$ cat src/rtl/blkcopy_pkg.sv
package blkcopy_pkg;

    typedef enum logic [1:0] {
        ST_IDLE  = 2'd0,
        ST_READ  = 2'd1,
        ST_WRITE = 2'd2,
        ST_FIN   = 2'd3
    } copy_state_t;

    typedef struct packed {
        logic pv;
        logic half;
        logic sub;
    } copy_flags_t;

    localparam int unsigned PTR_SRC = 0;
    localparam int unsigned PTR_DST = 1;
    localparam int unsigned NUM_PTR = 2;

    function automatic copy_flags_t iter_flags(input logic cnt_nonzero);
        copy_flags_t f;
        f.pv   = cnt_nonzero;
        f.half = 1'b0;
        f.sub  = 1'b0;
        return f;
    endfunction

endpackage

$ cat src/rtl/blkcopy_seq.sv
module blkcopy_seq
    import blkcopy_pkg::*;
(
    input  logic        clk,
    input  logic        rst,
    input  logic        start,
    input  logic        rep_q,
    input  logic        last_iter,
    output copy_state_t state,
    output logic        load,
    output logic        step
);
    copy_state_t state_d;
    logic        idle_like;

    assign idle_like = (state == ST_IDLE) || (state == ST_FIN);
    assign load      = start && idle_like;
    assign step      = (state == ST_WRITE);

    always_comb begin
        state_d = state;
        unique case (state)
            ST_IDLE, ST_FIN: state_d = start ? ST_READ : ST_IDLE;
            ST_READ:         state_d = ST_WRITE;
            ST_WRITE:        state_d = (rep_q && !last_iter) ? ST_READ : ST_FIN;
            default:         state_d = ST_IDLE;
        endcase
    end

    always_ff @(posedge clk) begin
        if (rst) state <= ST_IDLE;
        else     state <= state_d;
    end
endmodule

$ cat src/rtl/blkcopy_ptrs.sv
module blkcopy_ptrs
    import blkcopy_pkg::*;
#(
    parameter int unsigned ADDR_W = 16,
    parameter int unsigned CNT_W  = 16
) (
    input  logic              clk,
    input  logic              rst,
    input  logic              load,
    input  logic              step,
    input  logic              dec_in,
    input  logic              rep_in,
    input  logic [ADDR_W-1:0] src_init,
    input  logic [ADDR_W-1:0] dst_init,
    input  logic [CNT_W-1:0]  cnt_init,
    output logic [ADDR_W-1:0] src_q,
    output logic [ADDR_W-1:0] dst_q,
    output logic [CNT_W-1:0]  cnt_q,
    output logic [CNT_W-1:0]  cnt_next,
    output logic              dir_q,
    output logic              rep_q
);
    localparam logic [ADDR_W-1:0] A_ONE = ADDR_W'(1);
    localparam logic [CNT_W-1:0]  C_ONE = CNT_W'(1);

    logic [ADDR_W-1:0] ptr_init [NUM_PTR];
    logic [ADDR_W-1:0] ptr_q    [NUM_PTR];

    assign ptr_init[PTR_SRC] = src_init;
    assign ptr_init[PTR_DST] = dst_init;

    for (genvar g = 0; g < NUM_PTR; g++) begin : g_ptr
        logic [ADDR_W-1:0] stepped;
        assign stepped = dir_q ? (ptr_q[g] - A_ONE) : (ptr_q[g] + A_ONE);
        always_ff @(posedge clk) begin
            if (rst)       ptr_q[g] <= '0;
            else if (load) ptr_q[g] <= ptr_init[g];
            else if (step) ptr_q[g] <= stepped;
        end
    end

    assign src_q    = ptr_q[PTR_SRC];
    assign dst_q    = ptr_q[PTR_DST];
    assign cnt_next = cnt_q - C_ONE;

    always_ff @(posedge clk) begin
        if (rst) begin
            cnt_q <= '0;
            dir_q <= 1'b0;
            rep_q <= 1'b0;
        end else if (load) begin
            cnt_q <= cnt_init;
            dir_q <= dec_in;
            rep_q <= rep_in;
        end else if (step) begin
            cnt_q <= cnt_next;
        end
    end
endmodule

$ cat src/rtl/blkcopy_flagunit.sv
module blkcopy_flagunit
    import blkcopy_pkg::*;
(
    input  logic        clk,
    input  logic        rst,
    input  logic        load,
    input  logic        step,
    input  copy_flags_t seed,
    input  logic        cnt_nonzero,
    output copy_flags_t flags_q
);
    always_ff @(posedge clk) begin
        if (rst)       flags_q <= '0;
        else if (load) flags_q <= seed;
        else if (step) flags_q <= iter_flags(cnt_nonzero);
    end
endmodule

$ cat src/rtl/blkcopy_engine.sv
module blkcopy_engine
    import blkcopy_pkg::*;
#(
    parameter int unsigned ADDR_W = 16,
    parameter int unsigned CNT_W  = 16,
    parameter int unsigned DATA_W = 8
) (
    input  logic              clk,
    input  logic              rst,
    input  logic              start,
    input  logic              dec_mode,
    input  logic              repeat_mode,
    input  logic [ADDR_W-1:0] src_init,
    input  logic [ADDR_W-1:0] dst_init,
    input  logic [CNT_W-1:0]  cnt_init,
    input  logic [2:0]        flags_init,
    output logic [ADDR_W-1:0] mem_addr,
    output logic              mem_rd,
    output logic              mem_wr,
    output logic [DATA_W-1:0] mem_wdata,
    input  logic [DATA_W-1:0] mem_rdata,
    output logic [ADDR_W-1:0] src_ptr,
    output logic [ADDR_W-1:0] dst_ptr,
    output logic [CNT_W-1:0]  count,
    output logic [2:0]        flags,
    output logic              busy,
    output logic              done
);
    copy_state_t      state;
    logic             load;
    logic             step;
    logic             dir_q;
    logic             rep_q;
    logic [CNT_W-1:0] cnt_next;
    logic             next_nonzero;
    copy_flags_t      flags_q;

    assign next_nonzero = |cnt_next;

    blkcopy_seq u_seq (
        .clk       (clk),
        .rst       (rst),
        .start     (start),
        .rep_q     (rep_q),
        .last_iter (!next_nonzero),
        .state     (state),
        .load      (load),
        .step      (step)
    );

    blkcopy_ptrs #(
        .ADDR_W (ADDR_W),
        .CNT_W  (CNT_W)
    ) u_ptrs (
        .clk      (clk),
        .rst      (rst),
        .load     (load),
        .step     (step),
        .dec_in   (dec_mode),
        .rep_in   (repeat_mode),
        .src_init (src_init),
        .dst_init (dst_init),
        .cnt_init (cnt_init),
        .src_q    (src_ptr),
        .dst_q    (dst_ptr),
        .cnt_q    (count),
        .cnt_next (cnt_next),
        .dir_q    (dir_q),
        .rep_q    (rep_q)
    );

    blkcopy_flagunit u_flags (
        .clk         (clk),
        .rst         (rst),
        .load        (load),
        .step        (step),
        .seed        (copy_flags_t'(flags_init)),
        .cnt_nonzero (next_nonzero),
        .flags_q     (flags_q)
    );

    assign flags     = flags_q;
    assign mem_rd    = (state == ST_READ);
    assign mem_wr    = (state == ST_WRITE);
    assign mem_addr  = mem_wr ? dst_ptr : src_ptr;
    assign mem_wdata = mem_rdata;
    assign busy      = mem_rd || mem_wr;
    assign done      = (state == ST_FIN);
endmodule

$ cat config.mk
export PLATFORM = sky130hd
export DESIGN_NAME = blkcopy_engine
export DESIGN_NICKNAME = d
export VERILOG_FILES = /design/src/rtl/blkcopy_pkg.sv /design/src/rtl/blkcopy_seq.sv /design/src/rtl/blkcopy_ptrs.sv /design/src/rtl/blkcopy_flagunit.sv /design/src/rtl/blkcopy_engine.sv
export SDC_FILE = /design/constraint.sdc
export NUM_CORES = 1
export LEC_CHECK = 0
export BUFFER_PORTS_ARGS = -buffer_cell sky130_fd_sc_hd__buf_2
export CAP_MARGIN = 15
export CORE_UTILIZATION = 55
export CTS_BUF_LIST = sky130_fd_sc_hd__clkbuf_2
export DETAILED_ROUTE_END_ITERATION = 16
export PLACE_DENSITY = 0.86
export SETUP_SLACK_MARGIN = 0.2
export SLEW_MARGIN = 40
export SYNTH_ARGS = -nofsm -noshare
export SYNTH_HDL_FRONTEND = slang
export SYNTH_SLANG_ARGS = --single-unit
export TNS_END_PERCENT = 20
$ cat constraint.sdc
create_clock -name clk -period 5.88 [get_ports clk]
set_input_delay 0.882 -clock clk [delete_from_list [all_inputs] [get_ports clk]]
set_output_delay 0.882 -clock clk [all_outputs]
set_load 0.02 [all_outputs]
Yosys cells after proc, flatten, opt, wreduce, memory -nomap -nowiden

Memory sizes are Yosys's and may differ from the RTL's.
Index checks and enable logic that the tools add are counted.

ROM bits: 0
Memories kept: 1
Bits in writable memories: 32
Output and inout port bits: 79
Latch bits: 0
Bits in registers: 23

Memories:

| memory       | depth | bits a word | rd ports | clocked after memory_dff | wr ports | RTL line           | text |
|---|---|---|---|---|---|---|---|
| u_ptrs.ptr_q | 2     | 16          | 2        | 0                        | 2        | blkcopy_ptrs.sv:27 | `logic [ADDR_W-1:0] ptr_q [NUM_PTR];` |

Shift-type cells: 0
Eq/ne operators: 3
Multiplexer cells: 23
Div/mod/pow operators: 0
Reductions and logical operators: 8
Add/subtract/negate cells: 5
Bitwise gates (word level): 4
Order comparisons: 0
$mul: 0

Operator list:

| operator              | count |
|---|---|
| $mux 16               | 9 |
| $sub 16x1->16 const B | 3 |
| $add 16x1->16 const B | 2 |
| $reduce_or 16->1      | 1 |
| $mux 1                | 10 |
| $mux 3                | 2 |
| $pmux 2 s3            | 1 |
| $eq 2x2->1 const B    | 2 |
| $or 1x1->1            | 4 |
| $eq 2x1->1 const B    | 1 |
| $logic_and 1x1->1     | 2 |
| $logic_not 2->1       | 1 |
| $logic_or 1x1->1      | 2 |
| $mux 2                | 1 |
| $reduce_bool 2->1     | 1 |
| $reduce_or 2->1       | 1 |

Depth between registers and ports, before layout

Gate-level depths: netlist (run 1).

Depth in word-level cells: 8
Mapped depth: 9
Mapped depth without buffers: 9

Cells and area by module

A second synthesis (run 1) with hierarchy kept.

Cell total of the unflattened synthesis: 492
Area total of the unflattened synthesis: 4420.5 µm²

Modules (own cells, without submodules):

| module           | cells each | area each (µm²) | times used |
|---|---|---|---|
| blkcopy_ptrs     | 429        | 3783.6          | 1 |
| blkcopy_engine   | 38         | 397.9           | 1 |
| blkcopy_flagunit | 13         | 122.6           | 1 |
| blkcopy_seq      | 12         | 116.4           | 1 |

Least setup slack after synthesis (run 1)

OpenSTA, ideal clock, no wires.

Path type: flip-flop to flip-flop
Start: register u_ptrs.dir_q
End: memory u_ptrs.ptr_q[1][13] (data pin)
Buffers on the path: 0
Path slack: 2.854 ns
Arrival time: 2.759 ns
Data required time: 5.613 ns
Setup time: 0.267 ns
Stages on the path, launching flop included: 9
Path through: dfxtp_1 -> ha_1 -> a2111oi_0 -> o21ai_0 -> a41oi_1 -> o21bai_1 -> o41ai_1 -> xor2_1 -> o21ai_0

RTL lines:

| element                | RTL line           | text |
|---|---|---|
| start, declared        | blkcopy_ptrs.sv:20 | `output logic dir_q,` |
| start signal, assigned | blkcopy_ptrs.sv:53 | `dir_q <= dec_in;` |
| end, declared          | blkcopy_ptrs.sv:27 |  |

Worst setup path after layout (run 1)

Start: register u_seq.state[1]
End: output mem_addr[6]

Longest elaborated chain between the ends: 2

Ends and longest elaborated chain:

| element                | RTL line             | text |
|---|---|---|
| start, declared        | blkcopy_seq.sv:9     | `output copy_state_t state,` |
| start signal, assigned | blkcopy_seq.sv:32    | `else state <= state_d;` |
| $eq 2x2->1             | blkcopy_engine.sv:84 | `assign mem_wr = (state == ST_WRITE);` |
| $mux 16                | blkcopy_engine.sv:85 | `assign mem_addr = mem_wr ? dst_ptr : src_ptr;` |
| end, declared          | blkcopy_engine.sv:17 | `output logic [ADDR_W-1:0] mem_addr,` |

No other way between the ends.

==> results of run 1 <==
-- per-stage QoR --
stage | cell area (sq um) | cells | setup WS, ps
floorplan | 4265 | 480 | 2854
global placement | 4886 | 678 | 2986
detailed placement | 4886 | 678 | 2770
CTS | 4926 | 686 | 2696
global route | 4926 | 686 | 2420
finish | 4926 | 686 | 2713
-- layout make-up --
cell class	count	area [sq um]	area share, %
repair buffers	130	660.6	13.41
inverters	18	67.56	1.372
multi-input cells	376	2613	53.04
flip-flops and latches	55	1421	28.85
well taps	99	123.9	2.515
clock buffers	8	40.04	0.8128
-- registers in the layout (all words and copies together) (netlist names) --
signal	count
u_ptrs.rep_q	1
u_ptrs.ptr_q	32
u_ptrs.cnt_q	16
u_seq.state	2
u_ptrs.dir_q	1
u_flags.flags_q	3
-- where the power goes --
part	internal (mW)	switching, mW	leakage (nW)
clock network	0.0349	0.123	0.0332
registers	0.443	0.0380	0.539
logic	0.139	0.212	1.69
-- critical path: cells and delay by family, from the launching register on --
kind / cells / cell delay [ps]
adders and majority gates: 1 / 470
buffers and inverters: 2 / 550
DFF: 1 / 430
muxes: 1 / 390
-- per-layer routing --
layer	wire length (microns)	vias to the layer above
li1	-	1973
met1	4844	1857
met2	5124	161
met3	692	34
met4	294	0
met5	0	-
-- placed cells by master (no fill, tap or decap), types with 18 or more instances in the layout --
cell,Yosys,layout
sky130_fd_sc_hd__xnor2_1,23,23
sky130_fd_sc_hd__inv_1,18,18
sky130_fd_sc_hd__o21ai_0,41,41
sky130_fd_sc_hd__edfxtp_1,32,32
sky130_fd_sc_hd__nand2_1,50,50
sky130_fd_sc_hd__ha_1,33,33
sky130_fd_sc_hd__nor2_1,31,30
sky130_fd_sc_hd__a21oi_1,31,31
sky130_fd_sc_hd__dfxtp_1,23,23
sky130_fd_sc_hd__buf_2,4,126
-- cell families (layout without fill, tap and decap cells) --
kind of cell / Yosys count / count (layout) / share of synthesized area [%]
compound gates: 145 / 145 / 22.03
simple gates: 142 / 142 / 16.63
flops: 55 / 55 / 33.32
buf+inv: 49 / 156 / 5.485
xor+xnor: 40 / 40 / 8.213
fa+ha+maj: 35 / 35 / 10.62
mux: 14 / 14 / 3.696
-- worst max-delay path by stage --
stage / from / endpoint / slack [ps] / depth (start not counted)
after floorplan: u_ptrs.dir_q / u_ptrs.ptr_q[1][13] / 2850 / 8
after global placement: u_ptrs.dir_q / u_ptrs.ptr_q[1][13] / 2990 / 9
after detailed placement: u_ptrs.dir_q / u_ptrs.ptr_q[1][13] / 2770 / 9
after CTS: u_seq.state[1] / mem_addr[6] / 2700 / 4
after global routing: u_ptrs.dir_q / u_ptrs.ptr_q[1][13] / 2420 / 9
final: u_seq.state[1] / mem_addr[6] / 2710 / 4
==> impl_metrics.tcl, run 1 <==
set metrics [dict create \
    met2_track_demand_over_resource_pct 43.83 \
    via_count 4025 \
    post_cts_resize_count 0 \
    async_sr_flop_fraction_pct 0 \
    ys_top_cells_by_area "sky130_fd_sc_hd__edfxtp_1, sky130_fd_sc_hd__dfxtp_1, sky130_fd_sc_hd__ha_1" \
    use_met3_pct 3.976 \
    cts.htree.levels 2 \
    place.gp.congestion 0.9107 \
    row_count 31 \
    setup.worst_path.end_class "output port" \
    tightestPinTransition_ps 816.3 \
    critPathKind "reg2out" \
    dieHeight_microns 90.07 \
    cp_cell_sequence "ha_1 -> buf_4 -> mux2_2 -> buf_2" \
    grt.met1_usage_pct 35.19 \
    fp.dieArea_sq_um 8112 \
    cp_slowest_cell "sky130_fd_sc_hd__ha_1" \
    antenna_violating_nets_post_route 0 \
    hold_slack_ps 492.7 \
    core_region_area_sq_um 7370 \
    holdPathEnd "u_ptrs.rep_q" \
    startpoint_type "flop" \
    maximum_number_of_pins_on_one_net_before_global_route_repair 42 \
    areaGrowthSynthToFinish_pct 15.49 \
    grt_pass1_vias 3755 \
    final-setup-viol-count 0 \
    timing.setup.tns_ps 0 \
    rrSetupSlack_ps 2750 \
    grt_first_pass_wirelength_microns 17720 \
    clkSinkCount 55 \
    power_mw 0.9900 \
    timing.critical_path.fanout_max 22 \
    num_io_pins 143 \
    postSynthAreaPerCell_sq_um 8.886 \
    synth_area_leader_cell "sky130_fd_sc_hd__edfxtp_1" \
    synthDistinctLibCells 61 \
    fillerInstances 620 \
    clock-skew-final_ps 26.23 \
    result_of_the_run "completed" \
    synthesis.instances 480 \
    diodes 0 \
    rr_endpoint "u_ptrs.ptr_q[1][13]" \
    worst_hold_path.num_cells 2 \
    synth_largest_type_area_fraction_pct 22.53 \
    drive_gt1_share_pct 27.77 \
    worst-r2r-cell-count 9 \
    synth.top_cells.by_count "sky130_fd_sc_hd__nand2_1, sky130_fd_sc_hd__o21ai_0, sky130_fd_sc_hd__ha_1, sky130_fd_sc_hd__edfxtp_1" \
    timing.final.crit_period_ps 3167 \
    synth.yosys.warnings 0 \
    routed_via_density 5.867 \
    maxCapViolCount 0 \
    place.detailed.hpwl_microns 8009 \
    num-nets-final 685 \
    synth-seq-area-share_pct 33.32 \
    route.detailed.drc 0 \
    grt_usage_pct 26.55 \
    finalWirelength_microns 10960 \
    dominantRegCellSynth "sky130_fd_sc_hd__edfxtp_1" \
    place.port_buffers 126 \
    post_synth_instance_area_sq_um 4265 \
    drt_iter0_markers 280 \
    detail_route.wl_per_cell_microns 15.97 \
    ctsRootBufferMaster "sky130_fd_sc_hd__clkbuf_2" \
    hold_path_startpoint "u_ptrs.rep_q" \
    die_width_microns 90.07 \
    power.static_leakage_nw 2.261 \
    clk-insertion-delay-late_ps 460 \
    final_hold_violating_endpoints 0 \
    syn-num-nets 579 \
    timing.rr.start "u_ptrs.dir_q" \
    ir_drop_mv 0.1262 \
    most_numerous_cell_in_the_yosys_netlist "sky130_fd_sc_hd__nand2_1" \
    layout_worst_path_cycle_share_pct 53.85 \
    overflow 0 \
    clock_tree_from_tritoncts "built" \
    cts_buf_count 5 \
    top_usage_layer "met2" \
    power_per_cell_area_nw_per_um2 201.0 \
    critical_path.max_stage_delay_ps 470 \
    hold_buffers 0 \
    timing_max_transition_violations_final 0 \
    fmax_mhz 315.8 \
    required_ps 5000 \
    clock_pin_slew_reported_for_the_worst_setup_and_hold_paths_after_clock_tree_synthesis_ps 250 \
    min_path_type "reg2reg" \
    arrival_ps 2280 \
    dr.pass1.iters 5 \
    initial_core_util_pct 57.88 \
    cts.repair_timing.setup_buffer_count 0 \
    number_of_flops_mapped_to_enable_cells_by_yosys 32 \
    grt_setup_unrepaired "false" \
    relSlewSlack_pct 45.45 \
    postLayoutCoreUtil_pct 66.84 \
    synth_register_bits 55 \
    antenna_found_initial 0 \
    cts.path.max_buffers 2 \
]
Power figures use the tool's default switching activity.
==> inputs of run 2 (changes only) <==
CORE_UTILIZATION = 53   (was 55)
PLACE_DENSITY = 0.83   (was 0.86)
clock period = 3 ns   (was 5.88 ns; I/O delays follow)
==> impl_metrics.tcl, run 2 (synthesis gave the netlist of run 1 again) <==
set metrics [dict create \
    worst_hold_path.num_cells 2 \
    cts.htree.levels 2 \
    dr.pass1.iters 4 \
    internal-power_mw 1.205 \
    final-setup-viol-count 0 \
    cts.path.max_buffers 2 \
    clock_tree_from_tritoncts "built" \
    place.gp.congestion 0.9170 \
    final_hold_violating_endpoints 0 \
    largest_register_ff_count 32 \
    place.port_buffers 126 \
    routed_via_density 5.797 \
    areaGrowthSynthToFinish_pct 16.60 \
    rr_endpoint "u_ptrs.ptr_q[0][14]" \
    place.detailed.hpwl_microns 8171 \
    startpoint_type "flop" \
    placed_cell_area_sq_um 4918 \
    num_io_pins 143 \
    min_path_type "in2reg" \
    timing_max_transition_violations_final 0 \
    maximum_number_of_pins_on_one_net_before_global_route_repair 41 \
    maxCapViolCount 0 \
    via_count 4000 \
    share_seq_of_total_power_pct 48.8 \
    num-nets-final 687 \
    cts.repair_timing.setup_buffer_count 0 \
    grt_pass1_vias 3613 \
    initial_core_util_pct 54.91 \
    dieHeight_microns 91.71 \
    layout_common_cells "sky130_fd_sc_hd__buf_2, sky130_fd_sc_hd__nand2_1, sky130_fd_sc_hd__o21ai_0" \
    grt_usage_pct 25.59 \
    timing.rr.start "u_ptrs.dir_q" \
    number_of_instances_in_the_placed_design 683 \
    fmax_mhz 370.9 \
    clkSinkCount 55 \
    timing.critical_path.from "u_ptrs.dir_q" \
    grt_first_pass_wirelength_microns 17250 \
    tightestPinTransition_ps 775.4 \
    power_mw 1.934 \
    power.static_leakage_nw 2.279 \
    worst-r2r-cell-count 9 \
    grt_setup_unrepaired "true" \
    die_width_microns 91.71 \
    detail_route.wl_per_cell_microns 15.95 \
    antenna_found_initial 0 \
    timing.critical_path.fanout_max 9 \
    overflow 0 \
    result_of_the_run "completed" \
    core_region_area_sq_um 7767 \
    rrSetupSlack_ps 300 \
    power.share.switching_pct 37.70 \
    post-place-ws_ps 270.4 \
    p_clk_share_pct 15.5 \
    timing.setup.tns_ps 0 \
    timing.final.crit_period_ps 2696 \
    critPathKind "reg2reg" \
    cts_buf_count 5 \
    p_sw_mw 0.7292 \
    clock_pin_slew_reported_for_the_worst_setup_and_hold_paths_after_clock_tree_synthesis_ps 280 \
    finalWirelength_microns 11010 \
    hold_path_startpoint "flags_init[1]" \
    pwr-share-comb_pct 35.6 \
    required_ps 3240 \
    clock-skew-final_ps 14.81 \
    drive_gt1_share_pct 28.57 \
    setup_ws_ps 303.7 \
    largest-register "u_ptrs.ptr_q" \
    row_count 32 \
    drt_iter0_markers 177 \
    setup.worst_path.end_class "flop" \
    power_per_cell_area_nw_per_um2 388.9 \
    post_cts_resize_count 0 \
    route.detailed.drc 0 \
    ctsRootBufferMaster "sky130_fd_sc_hd__clkbuf_2" \
    fin_area_sq_um 4974 \
    final_cell_count_no_fill 690 \
    largestRegisters "u_ptrs.ptr_q: 32 flops, u_ptrs.cnt_q: 16 flops, u_flags.flags_q: 3 flops" \
    clk-insertion-delay-late_ps 460 \
    layout_worst_path_cycle_share_pct 89.88 \
    fp.dieArea_sq_um 8411 \
    holdPathEnd "u_flags.flags_q[1]" \
    relSlewSlack_pct 48.20 \
    arrival_ps 2940 \
    final_common_cell "sky130_fd_sc_hd__buf_2" \
    antenna_violating_nets_post_route 0 \
    diodes 0 \
    hold_buffers 0 \
    ir_drop_mv 0.2291 \
]
run 2: worst max path at each step:
| stage | end | slack [ps] | cells past startpoint |
|---|---|---|---|
| 6_report | u_ptrs.ptr_q[0][14] | 300 | 9 |
| 3_3_place_gp | u_ptrs.ptr_q[1][13] | 320 | 9 |
| 4_1_cts | u_ptrs.ptr_q[1][13] | 260 | 9 |
| 3_5_place_dp | u_ptrs.ptr_q[0][14] | 270 | 9 |
| 5_1_grt | u_ptrs.ptr_q[0][14] | 180 | 9 |
| 2_1_floorplan | u_ptrs.ptr_q[1][13] | 290 | 8 |
run 2: metrics by stage:
step	hold WS [ps]	util [%]
2_1_floorplan	436.7	-
4_1_cts	194.9	63.77
3_3_place_gp	445.3	63.32
3_5_place_dp	447.0	63.32
5_1_grt	166.5	64.03
6_report	195.5	64.03
run 2: final cells by class:
class                           instances  area, sq um
Inverter                               18        67.56
Multi-Input combinational cell        376         2633
Sequential cell                        55         1423
Tap cell                              102        127.6
Timing Repair Buffer                  132        688.2
Fill cell                             704         2794
Clock buffer                            7        35.03
run 2: per-layer routing:
metal	share of wire (%)	wire length [microns]	track usage, %
met2	48	5235	41.10
met5	0	0	0
met1	45	4986	34.84
met3	5.5	606	4.312
met4	1.6	176	8.984
run 2: power by group through the flow:
| stage | registers, mW | logic [mW] | clock network [mW] |
|---|---|---|---|
| after floorplan | 1.02 | 0.433 | 0 |
| after global placement | 0.955 | 0.665 | 0 |
| after detailed placement | 0.958 | 0.679 | 0 |
| after CTS | 0.943 | 0.684 | 0.296 |
| after global routing | 0.954 | 0.754 | 0.323 |
| final | 0.944 | 0.689 | 0.301 |
run 2: worst max-delay path: stages (launching register included):
cell and delay, ps:
sky130_fd_sc_hd__dfxtp_2 460, sky130_fd_sc_hd__buf_4 210, sky130_fd_sc_hd__ha_1 290, sky130_fd_sc_hd__o21ai_0 180
sky130_fd_sc_hd__a21oi_1 110, sky130_fd_sc_hd__nor4_1 460, sky130_fd_sc_hd__o31ai_2 190, sky130_fd_sc_hd__a221oi_1 330
sky130_fd_sc_hd__xor2_1 180, sky130_fd_sc_hd__o21ai_0 90
